==> config.mk <==
export PLATFORM = sky130hd
export DESIGN_NAME = eeprom_bus_target
export DESIGN_NICKNAME = d
export VERILOG_FILES = /design/src/rtl/eeprom_bus_pkg.sv /design/src/rtl/bus_line_filter.sv /design/src/rtl/bus_cond_detect.sv /design/src/rtl/page_buf.sv /design/src/rtl/eeprom_bus_target.sv
export SDC_FILE = /design/constraint.sdc
export NUM_CORES = 1
export LEC_CHECK = 0
export CORE_MARGIN = 2
export CORE_UTILIZATION = 69
export DETAILED_ROUTE_END_ITERATION = 8
export DONT_BUFFER_PORTS = 1
export PLACE_DENSITY = 0.88
export SYNTH_ARGS = -nofsm -noshare
export SYNTH_HDL_FRONTEND = slang
export SYNTH_SLANG_ARGS = --single-unit
==> constraint.sdc <==
create_clock -name clk_i -period 4.6 [get_ports clk_i]
set_clock_uncertainty 0.1 [all_clocks]
set_input_delay 0.69 -clock clk_i [delete_from_list [all_inputs] [get_ports clk_i]]
set_output_delay 0.69 -clock clk_i [all_outputs]
set_load 0.02 [all_outputs]
==> src/rtl/eeprom_bus_pkg.sv <==
package eeprom_bus_pkg;
  typedef enum logic [3:0] {
    ST_IDLE, ST_DEV, ST_DEV_ACK, ST_WADDR, ST_WADDR_ACK,
    ST_WDATA, ST_WDATA_ACK, ST_RDATA, ST_RACK, ST_COMMIT, ST_BUSY
  } eng_state_e;
endpackage

==> src/rtl/bus_line_filter.sv <==
module bus_line_filter #(
  parameter int unsigned FILT_LEN = 3
) (
  input  logic clk_i,
  input  logic rst_ni,
  input  logic line_i,
  output logic line_o
);
  localparam int unsigned CW = $clog2(FILT_LEN + 1);

  logic [1:0]    sync_q;
  logic [CW-1:0] cnt_q;

  always_ff @(posedge clk_i or negedge rst_ni) begin
    if (!rst_ni) begin
      sync_q <= 2'b11;
      cnt_q  <= '0;
      line_o <= 1'b1;
    end else begin
      sync_q <= {sync_q[0], line_i};
      if (sync_q[1] != line_o) begin
        if (cnt_q == CW'(FILT_LEN - 1)) begin
          line_o <= sync_q[1];
          cnt_q  <= '0;
        end else begin
          cnt_q <= cnt_q + 1'b1;
        end
      end else begin
        cnt_q <= '0;
      end
    end
  end
endmodule

==> src/rtl/bus_cond_detect.sv <==
module bus_cond_detect (
  input  logic clk_i,
  input  logic rst_ni,
  input  logic scl_i,
  input  logic sda_i,
  output logic scl_rise_o,
  output logic scl_fall_o,
  output logic start_o,
  output logic stop_o
);
  logic scl_q, sda_q;

  always_ff @(posedge clk_i or negedge rst_ni) begin
    if (!rst_ni) begin
      scl_q <= 1'b1;
      sda_q <= 1'b1;
    end else begin
      scl_q <= scl_i;
      sda_q <= sda_i;
    end
  end

  assign scl_rise_o = scl_i & ~scl_q;
  assign scl_fall_o = ~scl_i & scl_q;
  // SDA edge while SCL stays high
  assign start_o = scl_i & scl_q & sda_q & ~sda_i;
  assign stop_o  = scl_i & scl_q & ~sda_q & sda_i;
endmodule

==> src/rtl/page_buf.sv <==
module page_buf #(
  parameter int unsigned PAGE_W = 4,
  parameter int unsigned DATA_W = 8
) (
  input  logic              clk_i,
  input  logic              rst_ni,
  input  logic              clr_i,
  input  logic              push_i,
  input  logic [PAGE_W-1:0] push_off_i,
  input  logic [DATA_W-1:0] push_data_i,
  input  logic [PAGE_W-1:0] scan_i,
  output logic              any_o,
  output logic              scan_vld_o,
  output logic [DATA_W-1:0] scan_data_o
);
  localparam int unsigned DEPTH = 1 << PAGE_W;

  logic [DATA_W-1:0] data_q [DEPTH];
  logic [DEPTH-1:0]  vld_q;

  for (genvar i = 0; i < DEPTH; i++) begin : g_slot
    always_ff @(posedge clk_i or negedge rst_ni) begin
      if (!rst_ni) begin
        vld_q[i]  <= 1'b0;
        data_q[i] <= '0;
      end else if (clr_i) begin
        vld_q[i] <= 1'b0;
      end else if (push_i && push_off_i == PAGE_W'(i)) begin
        vld_q[i]  <= 1'b1;
        data_q[i] <= push_data_i;
      end
    end
  end

  assign any_o       = |vld_q;
  assign scan_vld_o  = vld_q[scan_i];
  assign scan_data_o = data_q[scan_i];
endmodule

==> src/rtl/eeprom_bus_target.sv <==
module eeprom_bus_target
  import eeprom_bus_pkg::*;
#(
  parameter logic [3:0]  CTRL_CODE = 4'b1010,
  parameter int unsigned FILT_LEN  = 3,
  parameter int unsigned WR_CYCLES = 1250000,
  parameter int unsigned PAGE_W    = 4
) (
  input  logic       clk_i,
  input  logic       rst_ni,
  input  logic       scl_i,
  input  logic       sda_i,
  output logic       sda_oe_o,
  input  logic [2:0] sel_i,
  output logic       busy_o,
  output logic [7:0] rd_addr_o,
  input  logic [7:0] rd_data_i,
  output logic       wr_valid_o,
  output logic [7:0] wr_addr_o,
  output logic [7:0] wr_data_o
);
  localparam int unsigned AW = 8;
  localparam int unsigned TW = $clog2(WR_CYCLES + 1);
  localparam logic [PAGE_W-1:0] SCAN_LAST = '1;

  logic scl_f, sda_f, scl_rise, scl_fall, start_det, stop_det;

  bus_line_filter #(.FILT_LEN(FILT_LEN)) i_scl_filt (
    .clk_i, .rst_ni, .line_i(scl_i), .line_o(scl_f));
  bus_line_filter #(.FILT_LEN(FILT_LEN)) i_sda_filt (
    .clk_i, .rst_ni, .line_i(sda_i), .line_o(sda_f));

  bus_cond_detect i_cond (
    .clk_i, .rst_ni, .scl_i(scl_f), .sda_i(sda_f),
    .scl_rise_o(scl_rise), .scl_fall_o(scl_fall),
    .start_o(start_det), .stop_o(stop_det));

  eng_state_e        state_q;
  logic [3:0]        cnt_q;
  logic [7:0]        sr_q, tx_q, ptr_q;
  logic              rd_q, mack_q, oe_q;
  logic [PAGE_W-1:0] scan_q;
  logic [TW-1:0]     tmr_q;

  logic locked, byte_end, dev_hit, commit_ok, buf_clr, push;
  logic buf_any, scan_vld;
  logic [7:0] scan_data;

  assign locked    = (state_q == ST_COMMIT) || (state_q == ST_BUSY);
  assign byte_end  = scl_fall && (cnt_q == 4'd8);
  assign dev_hit   = (sr_q[7:4] == CTRL_CODE) && (sr_q[3:1] == sel_i);
  assign commit_ok = ((state_q == ST_WDATA) || (state_q == ST_WDATA_ACK)) && buf_any;
  assign buf_clr   = (!locked && start_det) || (state_q == ST_COMMIT && scan_q == SCAN_LAST);
  assign push      = !locked && !start_det && !stop_det && state_q == ST_WDATA && byte_end;

  page_buf #(.PAGE_W(PAGE_W), .DATA_W(8)) i_buf (
    .clk_i, .rst_ni, .clr_i(buf_clr), .push_i(push),
    .push_off_i(ptr_q[PAGE_W-1:0]), .push_data_i(sr_q),
    .scan_i(scan_q), .any_o(buf_any), .scan_vld_o(scan_vld),
    .scan_data_o(scan_data));

  always_ff @(posedge clk_i or negedge rst_ni) begin
    if (!rst_ni) begin
      state_q <= ST_IDLE;
      cnt_q   <= '0;
      sr_q    <= '0;
      tx_q    <= '0;
      ptr_q   <= '0;
      rd_q    <= 1'b0;
      mack_q  <= 1'b0;
      oe_q    <= 1'b0;
      scan_q  <= '0;
      tmr_q   <= '0;
    end else if (!locked && start_det) begin
      state_q <= ST_DEV;
      cnt_q   <= '0;
      oe_q    <= 1'b0;
    end else if (!locked && stop_det) begin
      state_q <= commit_ok ? ST_COMMIT : ST_IDLE;
      cnt_q   <= '0;
      oe_q    <= 1'b0;
      scan_q  <= '0;
    end else begin
      unique case (state_q)
        ST_DEV, ST_WADDR, ST_WDATA: begin
          if (scl_rise && cnt_q != 4'd8) begin
            sr_q  <= {sr_q[6:0], sda_f};
            cnt_q <= cnt_q + 4'd1;
          end
          if (byte_end) begin
            if (state_q == ST_DEV) begin
              if (dev_hit) begin
                oe_q    <= 1'b1;
                rd_q    <= sr_q[0];
                state_q <= ST_DEV_ACK;
              end else begin
                state_q <= ST_IDLE;
              end
            end else if (state_q == ST_WADDR) begin
              ptr_q   <= sr_q;
              oe_q    <= 1'b1;
              state_q <= ST_WADDR_ACK;
            end else begin
              // offset wraps inside the page
              ptr_q   <= {ptr_q[AW-1:PAGE_W], ptr_q[PAGE_W-1:0] + 1'b1};
              oe_q    <= 1'b1;
              state_q <= ST_WDATA_ACK;
            end
          end
        end
        ST_DEV_ACK: begin
          if (scl_fall) begin
            cnt_q <= '0;
            if (rd_q) begin
              tx_q    <= rd_data_i;
              oe_q    <= ~rd_data_i[7];
              ptr_q   <= ptr_q + 8'd1;
              state_q <= ST_RDATA;
            end else begin
              oe_q    <= 1'b0;
              state_q <= ST_WADDR;
            end
          end
        end
        ST_WADDR_ACK, ST_WDATA_ACK: begin
          if (scl_fall) begin
            oe_q    <= 1'b0;
            cnt_q   <= '0;
            state_q <= ST_WDATA;
          end
        end
        ST_RDATA: begin
          if (scl_fall) begin
            if (cnt_q == 4'd7) begin
              oe_q    <= 1'b0;
              cnt_q   <= '0;
              state_q <= ST_RACK;
            end else begin
              tx_q  <= {tx_q[6:0], 1'b0};
              oe_q  <= ~tx_q[6];
              cnt_q <= cnt_q + 4'd1;
            end
          end
        end
        ST_RACK: begin
          if (scl_rise) mack_q <= ~sda_f;
          if (scl_fall) begin
            if (mack_q) begin
              tx_q    <= rd_data_i;
              oe_q    <= ~rd_data_i[7];
              ptr_q   <= ptr_q + 8'd1;
              cnt_q   <= '0;
              state_q <= ST_RDATA;
            end else begin
              state_q <= ST_IDLE;
            end
          end
        end
        ST_COMMIT: begin
          scan_q <= scan_q + 1'b1;
          if (scan_q == SCAN_LAST) begin
            tmr_q   <= '0;
            state_q <= ST_BUSY;
          end
        end
        ST_BUSY: begin
          if (tmr_q == TW'(WR_CYCLES - 1)) state_q <= ST_IDLE;
          else tmr_q <= tmr_q + 1'b1;
        end
        default: ;
      endcase
    end
  end

  assign sda_oe_o   = oe_q;
  assign busy_o     = locked;
  assign rd_addr_o  = ptr_q;
  assign wr_valid_o = (state_q == ST_COMMIT) && scan_vld;
  assign wr_addr_o  = {ptr_q[AW-1:PAGE_W], scan_q};
  assign wr_data_o  = scan_data;
endmodule

---- Word-level counts from Yosys, hierarchy flattened ----
Index checks and enable logic that the tools add are counted.
storage, ports and cells
  input bits .............................. 15
  register bits ........................... 215
  output and inout bits ................... 27
operators by class
  bitwise gates (word level) .............. 17
  reductions and logical operators ........ 91
  mux-type cells .......................... 100
  add/sub/neg operators ................... 7
  order comparisons ....................... 2
  eq/ne operators ......................... 59
operators with widths
  cell                                                             count
  4-bit two-way mux                                                22
  8-bit two-way mux                                                9
  4-bit == test, second input constant                             14
  1-bit two-way mux                                                45
  21-bit two-way mux                                               2
  7-bit two-way mux                                                6
  21-bit one-hot mux with 2 select lines                           1
  2-bit AND reduction                                              19
  4-bit by 3-bit == test with 1-bit output, second input constant  9
  4-bit != test, second input constant                             9
  2-bit nonzero test                                               18
  8-bit binary-select mux with 4-bit select                        1
  1-bit logical AND                                                28
  4-bit one-hot mux with 7 select lines                            1
  9-bit AND reduction                                              3
  8-bit one-hot mux with 3 select lines                            1
  21-bit by 1-bit adder with 21-bit output, second input constant  1
  21-bit == test, second input constant                            1
  7-bit one-hot mux with 3 select lines                            1
  2-bit != test, second input constant                             10
  4-bit by 2-bit == test with 1-bit output, second input constant  4
  4-bit one-hot mux with 4 select lines                            1
  16-bit OR reduction                                              1
  4-bit by 1-bit adder with 4-bit output, second input constant    3
  other kinds (32)                                                 66

---- Logic depth before layout (Yosys ltp) ----
  depth in word-level cells ............... 11
  mapped depth ............................ 9

---- Hierarchy ----
From an unflattened synthesis, not the netlist that was laid out.
second synthesis, totals
  cell total of the unflattened synthesis .. 859
  area total of the unflattened synthesis .. 10,999.3 um^2
by module, submodules not included
  module             instances  cells an instance  area an instance (um^2)  sequential area each (um^2)
  page_buf           1          420                6,804.0                  3,603.5
  eeprom_bus_target  1          413                3,752.3                  1,476.4
  bus_line_filter    2          10                 178.9                    128.9
  bus_cond_detect    1          6                  85.1                     52.6

---- Least setup slack after synthesis ----
Ideal clock, no wire load.
  kind .................................... flip-flop to output port
  start ................................... register scan_q[0]
  end ..................................... output wr_data_o[3]
  path slack .............................. 1.597 ns
  stages on the path, launching flop included .. 5
  buffers on the path ..................... 2
  arrival time ............................ 2.213 ns
  cell sequence ........................... dfrtp_1 > buf_2 > buf_2 > mux4_2 > mux4_2
on the way
  word-level cells in the longest chain between the ends .. 4
RTL lines
  element                                               line                      RTL
  start: declaration                                    eeprom_bus_target.sv:42   logic [PAGE_W-1:0] scan_q;
  start signal: assignment                              eeprom_bus_target.sv:160  scan_q <= scan_q + 1'b1;
  4-bit NOT with 5-bit output (implied by the code)     page_buf.sv:37            assign scan_data_o = data_q[scan_i];
  8-bit binary-select mux with 4-bit select             page_buf.sv:37
  8-bit two-way mux (implied by the code) (2 in a row)  page_buf.sv:37
  end: declaration                                      eeprom_bus_target.sv:20   output logic [7:0] wr_data_o
Every way passes these cells. The select of a mux whose other input is x is not followed.

---- Worst setup path after layout ----
  start ................................... register scan_q[0]
  end ..................................... output wr_data_o[4]
The elaborated chain is that of the path after synthesis.

==> insert_results.sql <==
INSERT INTO impl_metrics (metric_group, metric, value, unit) VALUES
('floorplanning', 'die_h', '127', 'um'),
('grt', 'grt_start_max_net_pins', '216', ''),
('sta', 'timing.final.max_slew_violations', '0', ''),
('clocking', 'cts_buffers', '22', ''),
('synthesis', 'compound_gate_portion_of_the_synthesized_area', '6.25', '%'),
('sta', 'highest_clock_rate', '265', 'MHz'),
('synthesis', 'sequential_to_total_area_share_from_yosys_stat', '51.4', '%'),
('cells_and_area', 'area_growth_syn_to_layout', '7.25', '%'),
('synthesis', 'post_synth.cell_area_avg', '12.4', 'um2'),
('route', 'drt-initial-drc-count', '771', ''),
('clocking', 'post_cts_resized', '0', ''),
('grt', 'first_pass_grt_wire_length', '39.1', 'mm'),
('synthesis', 'synthesis.yosys.warnings', '0', ''),
('sta', 'holdWs', '-216', 'ps'),
('clocking', 'cts_tree', 'yes', ''),
('synthesis', 'mappedNetlistNets', '871', ''),
('cells_and_area', 'num_antenna_cells', '0', ''),
('cells_and_area', 'final_cell_area', '11200', 'um2'),
('route', 'drt-pass1-iter-count', '5', ''),
('synthesis', 'yosysUniqueCellTypes', '62', ''),
('grt', 'grt_pass1_vias', '7229', ''),
('run', 'drv_cap', '0', ''),
('critical_path', 'timing.critical_path.arrival', '2980', 'ps'),
('route', 'route.vias.total', '7052', ''),
('cells_and_area', 'fin_util', '74.8', '%'),
('sta', 'rsz0062_at_grt', 'no', ''),
('critical_path', 'cp-end-kind', 'primary output', ''),
('critical_path', 'critical_path.top_delay_family', 'multiplexers', ''),
('placed_design', 'port_buffers', '0', ''),
('grt', 'antenna_found_initial', '0', ''),
('critical_path', 'cp_max_fo', '24', ''),
('outcome', 'status', 'finished with violations', ''),
('clocking', 'cts-root-to-sink-buffers', '3', ''),
('route', 'drc', '0', ''),
('outcome', 'failed_checks', 'negative hold slack', ''),
('synthesis', 'synth-seq-cells', '215', ''),
('clocking', 'clock_latency', '510', 'ps'),
('sta', 'tns', '0', 'ps'),
('grt', 'gr-usage-all-layers', '31.2', '%'),
('critical_path', 'critical_path.max_stage_delay', '910', 'ps'),
('synthesis', 'post_synth_and_or_nand_nor_area_fraction', '11.8', '%'),
('sta', 'final_min_period_over_clock_period', '81.9', '%'),
('synthesis', 'number_of_enable_flip_flop_cells_after_synthesis', '0', ''),
('synthesis', 'synth-xor-area-share', '1.59', '%'),
('critical_path', 'critPathBufInv', '1', ''),
('cells_and_area', 'final_nets', '852', ''),
('clocking', 'cts_root_buffer', 'sky130_fd_sc_hd__clkbuf_16', ''),
('synthesis', 'synth.cell_area', '10500', 'um2'),
('critical_path', 'worstSetupPathDepth', '3', ''),
('synthesis', 'synth_top_family_by_area', 'multiplexers', ''),
('synthesis', 'synth_cells', '848', ''),
('synthesis', 'yosys-mux-area-fraction', '25.6', '%'),
('grt', 'gr-total-overflow', '0', ''),
('route', 'detail-route-antenna-nets', '0', ''),
('sta', 'period_needed', '3770', 'ps'),
('synthesis', 'ys_dominant_reg_cell', 'sky130_fd_sc_hd__dfrtp_1', ''),
('synthesis', 'synthArstFlopShare', '100', '%'),
('critical_path', 'critical_path.cell_chain', 'buf_4, mux4_2, mux4_2', ''),
('critical_path', 'criticalPathCategory', 'reg -> out', ''),
('critical_path', 'timing.critical_path.slowest_stage_cell', 'sky130_fd_sc_hd__dfrtp_2', ''),
('route', 'route.detailed.vias_per_inst', '6.83', ''),
('placed_design', 'globalplace.congestion', '0.898', ''),
('sta', 'timing.final.hold_violations', '212', ''),
('critical_path', 'worst_path_most_repeated_cell', 'sky130_fd_sc_hd__mux4_2', ''),
('power', 'power_density_of_the_placed_cells', '455', 'nW/um2'),
('floorplanning', 'i_o_pins', '42', ''),
('floorplanning', 'floorplan.core_area', '15000', 'um2'),
('clocking', 'clock-sinks', '215', ''),
('sta', 'max_slew.worst_pin.slew', '1020', 'ps'),
('hold_path', 'worst_hold_path_type', 'in -> async', ''),
('synthesis', 'synthesized_area_fraction_occupied_by_adder_cells', '0.954', '%');
[state kept, by name (all words and copies together), names as in the netlist, 2 cells and up]
register,cells
i_scl_filt.cnt_q,2
tmr_q,21
tx_q,7
i_sda_filt.cnt_q,2
sr_q,8
scan_q,4
i_buf.vld_q,16
cnt_q,4
rd_addr_o,8
i_buf.data_q,128
i_scl_filt.sync_q,2
i_sda_filt.sync_q,2
state_q,4
[layout by cell type (no fill, tap or decap), types with 19 or more instances in the layout]
master	netlist	routed
sky130_fd_sc_hd__nand2_1	86	86
sky130_fd_sc_hd__clkbuf_16	0	22
sky130_fd_sc_hd__dfrtp_1	207	205
sky130_fd_sc_hd__mux4_2	45	45
sky130_fd_sc_hd__mux2_2	129	129
sky130_fd_sc_hd__a21oi_1	35	35
sky130_fd_sc_hd__o21ai_0	38	38
sky130_fd_sc_hd__nor2_1	47	47
sky130_fd_sc_hd__nand3_1	19	19
[where the power goes]
part	switching, uW	internal [uW]	leakage (uW)
Sequential	401	2040	0.00292
Combinational	531	462	0.00204
Clock	724	966	0.000347
Total	1660	3470	0.00531
[worst reg2reg max path: cells and delay by family, from the launching register on]
kind               cells  cell delay, ps
and+or+nand+nor        5            1750
DFF                    1             820
AOI/OAI and AO/OA      1             790
[routing by layer]
metal	GRT usage [%]	up-vias	wire length (um)
met4	12.0	0	867
met5	0	-	0
met3	6.91	83	1820
li1	-	3048	-
met1	40.0	3618	9380
met2	52.8	303	12500
[stage by stage]
stage / hold slack (ps) / power, uW / setup WS (ps) / instances
5_1_grt: -228 / 5340 / 685 / 1033
3_3_place_gp: 246 / 3380 / 1400 / 993
2_1_floorplan: 245 / 3200 / 1600 / 848
3_5_place_dp: 248 / 3430 / 1250 / 993
4_1_cts: -225 / 5120 / 800 / 1033
6_report: -216 / 5120 / 831 / 1033
[synth_stat cells (10+ instances only)]
cell type | number | area share (%)
sky130_fd_sc_hd__o21ai_0 | 38 | 1.8
sky130_fd_sc_hd__a21oi_1 | 35 | 1.7
sky130_fd_sc_hd__nand2_1 | 86 | 3.1
sky130_fd_sc_hd__nor2b_1 | 13 | 0.78
sky130_fd_sc_hd__mux2_2 | 129 | 14
sky130_fd_sc_hd__xor2_1 | 11 | 0.92
sky130_fd_sc_hd__mux2i_1 | 11 | 1.0
sky130_fd_sc_hd__nand3_1 | 19 | 0.91
sky130_fd_sc_hd__nor3_1 | 11 | 0.52
sky130_fd_sc_hd__dfrtp_1 | 207 | 49
sky130_fd_sc_hd__inv_1 | 10 | 0.36
sky130_fd_sc_hd__nand2b_1 | 13 | 0.78
sky130_fd_sc_hd__clkbuf_1 | 31 | 1.1
sky130_fd_sc_hd__mux4_2 | 45 | 9.7
sky130_fd_sc_hd__nor2_1 | 47 | 1.7
sky130_fd_sc_hd__buf_2 | 10 | 0.48
sky130_fd_sc_hd__and3_1 | 10 | 0.60
[layout make-up]
type	count	area [um2]
multi-input cells	574	4850
clock buffers	32	638
repair buffers	6	45.0
inverters	10	37.5
flip-flops and latches	215	5390
clock inverters	8	51.3
fillers	917	3780
well taps	188	235
[cells by family (layout without fill, tap and decap cells)]
kind of cell / count (synthesis) / after routing
xor+xnor: 19 / 19
simple gates: 246 / 246
buf+inv: 59 / 56
fa+ha+maj: 8 / 8
flops: 215 / 215
compound gates: 107 / 107
mux: 194 / 194
[final timing paths]
kind / end / start / slack (ps)
min in group clk_i: i_scl_filt.sync_q[0] / scl_i / 70
max in group asynchronous: i_buf.data_q[3] / rst_ni / 4250
max: wr_data_o[4] / scan_q[0] / 830
max reg2reg: i_buf.vld_q[8] / state_q[0] / 1060
min: state_q[3] / rst_ni / -220
min reg2reg: i_sda_filt.sync_q[1] / i_sda_filt.sync_q[0] / 260
No activity file was read; power rests on OpenSTA's default activity.
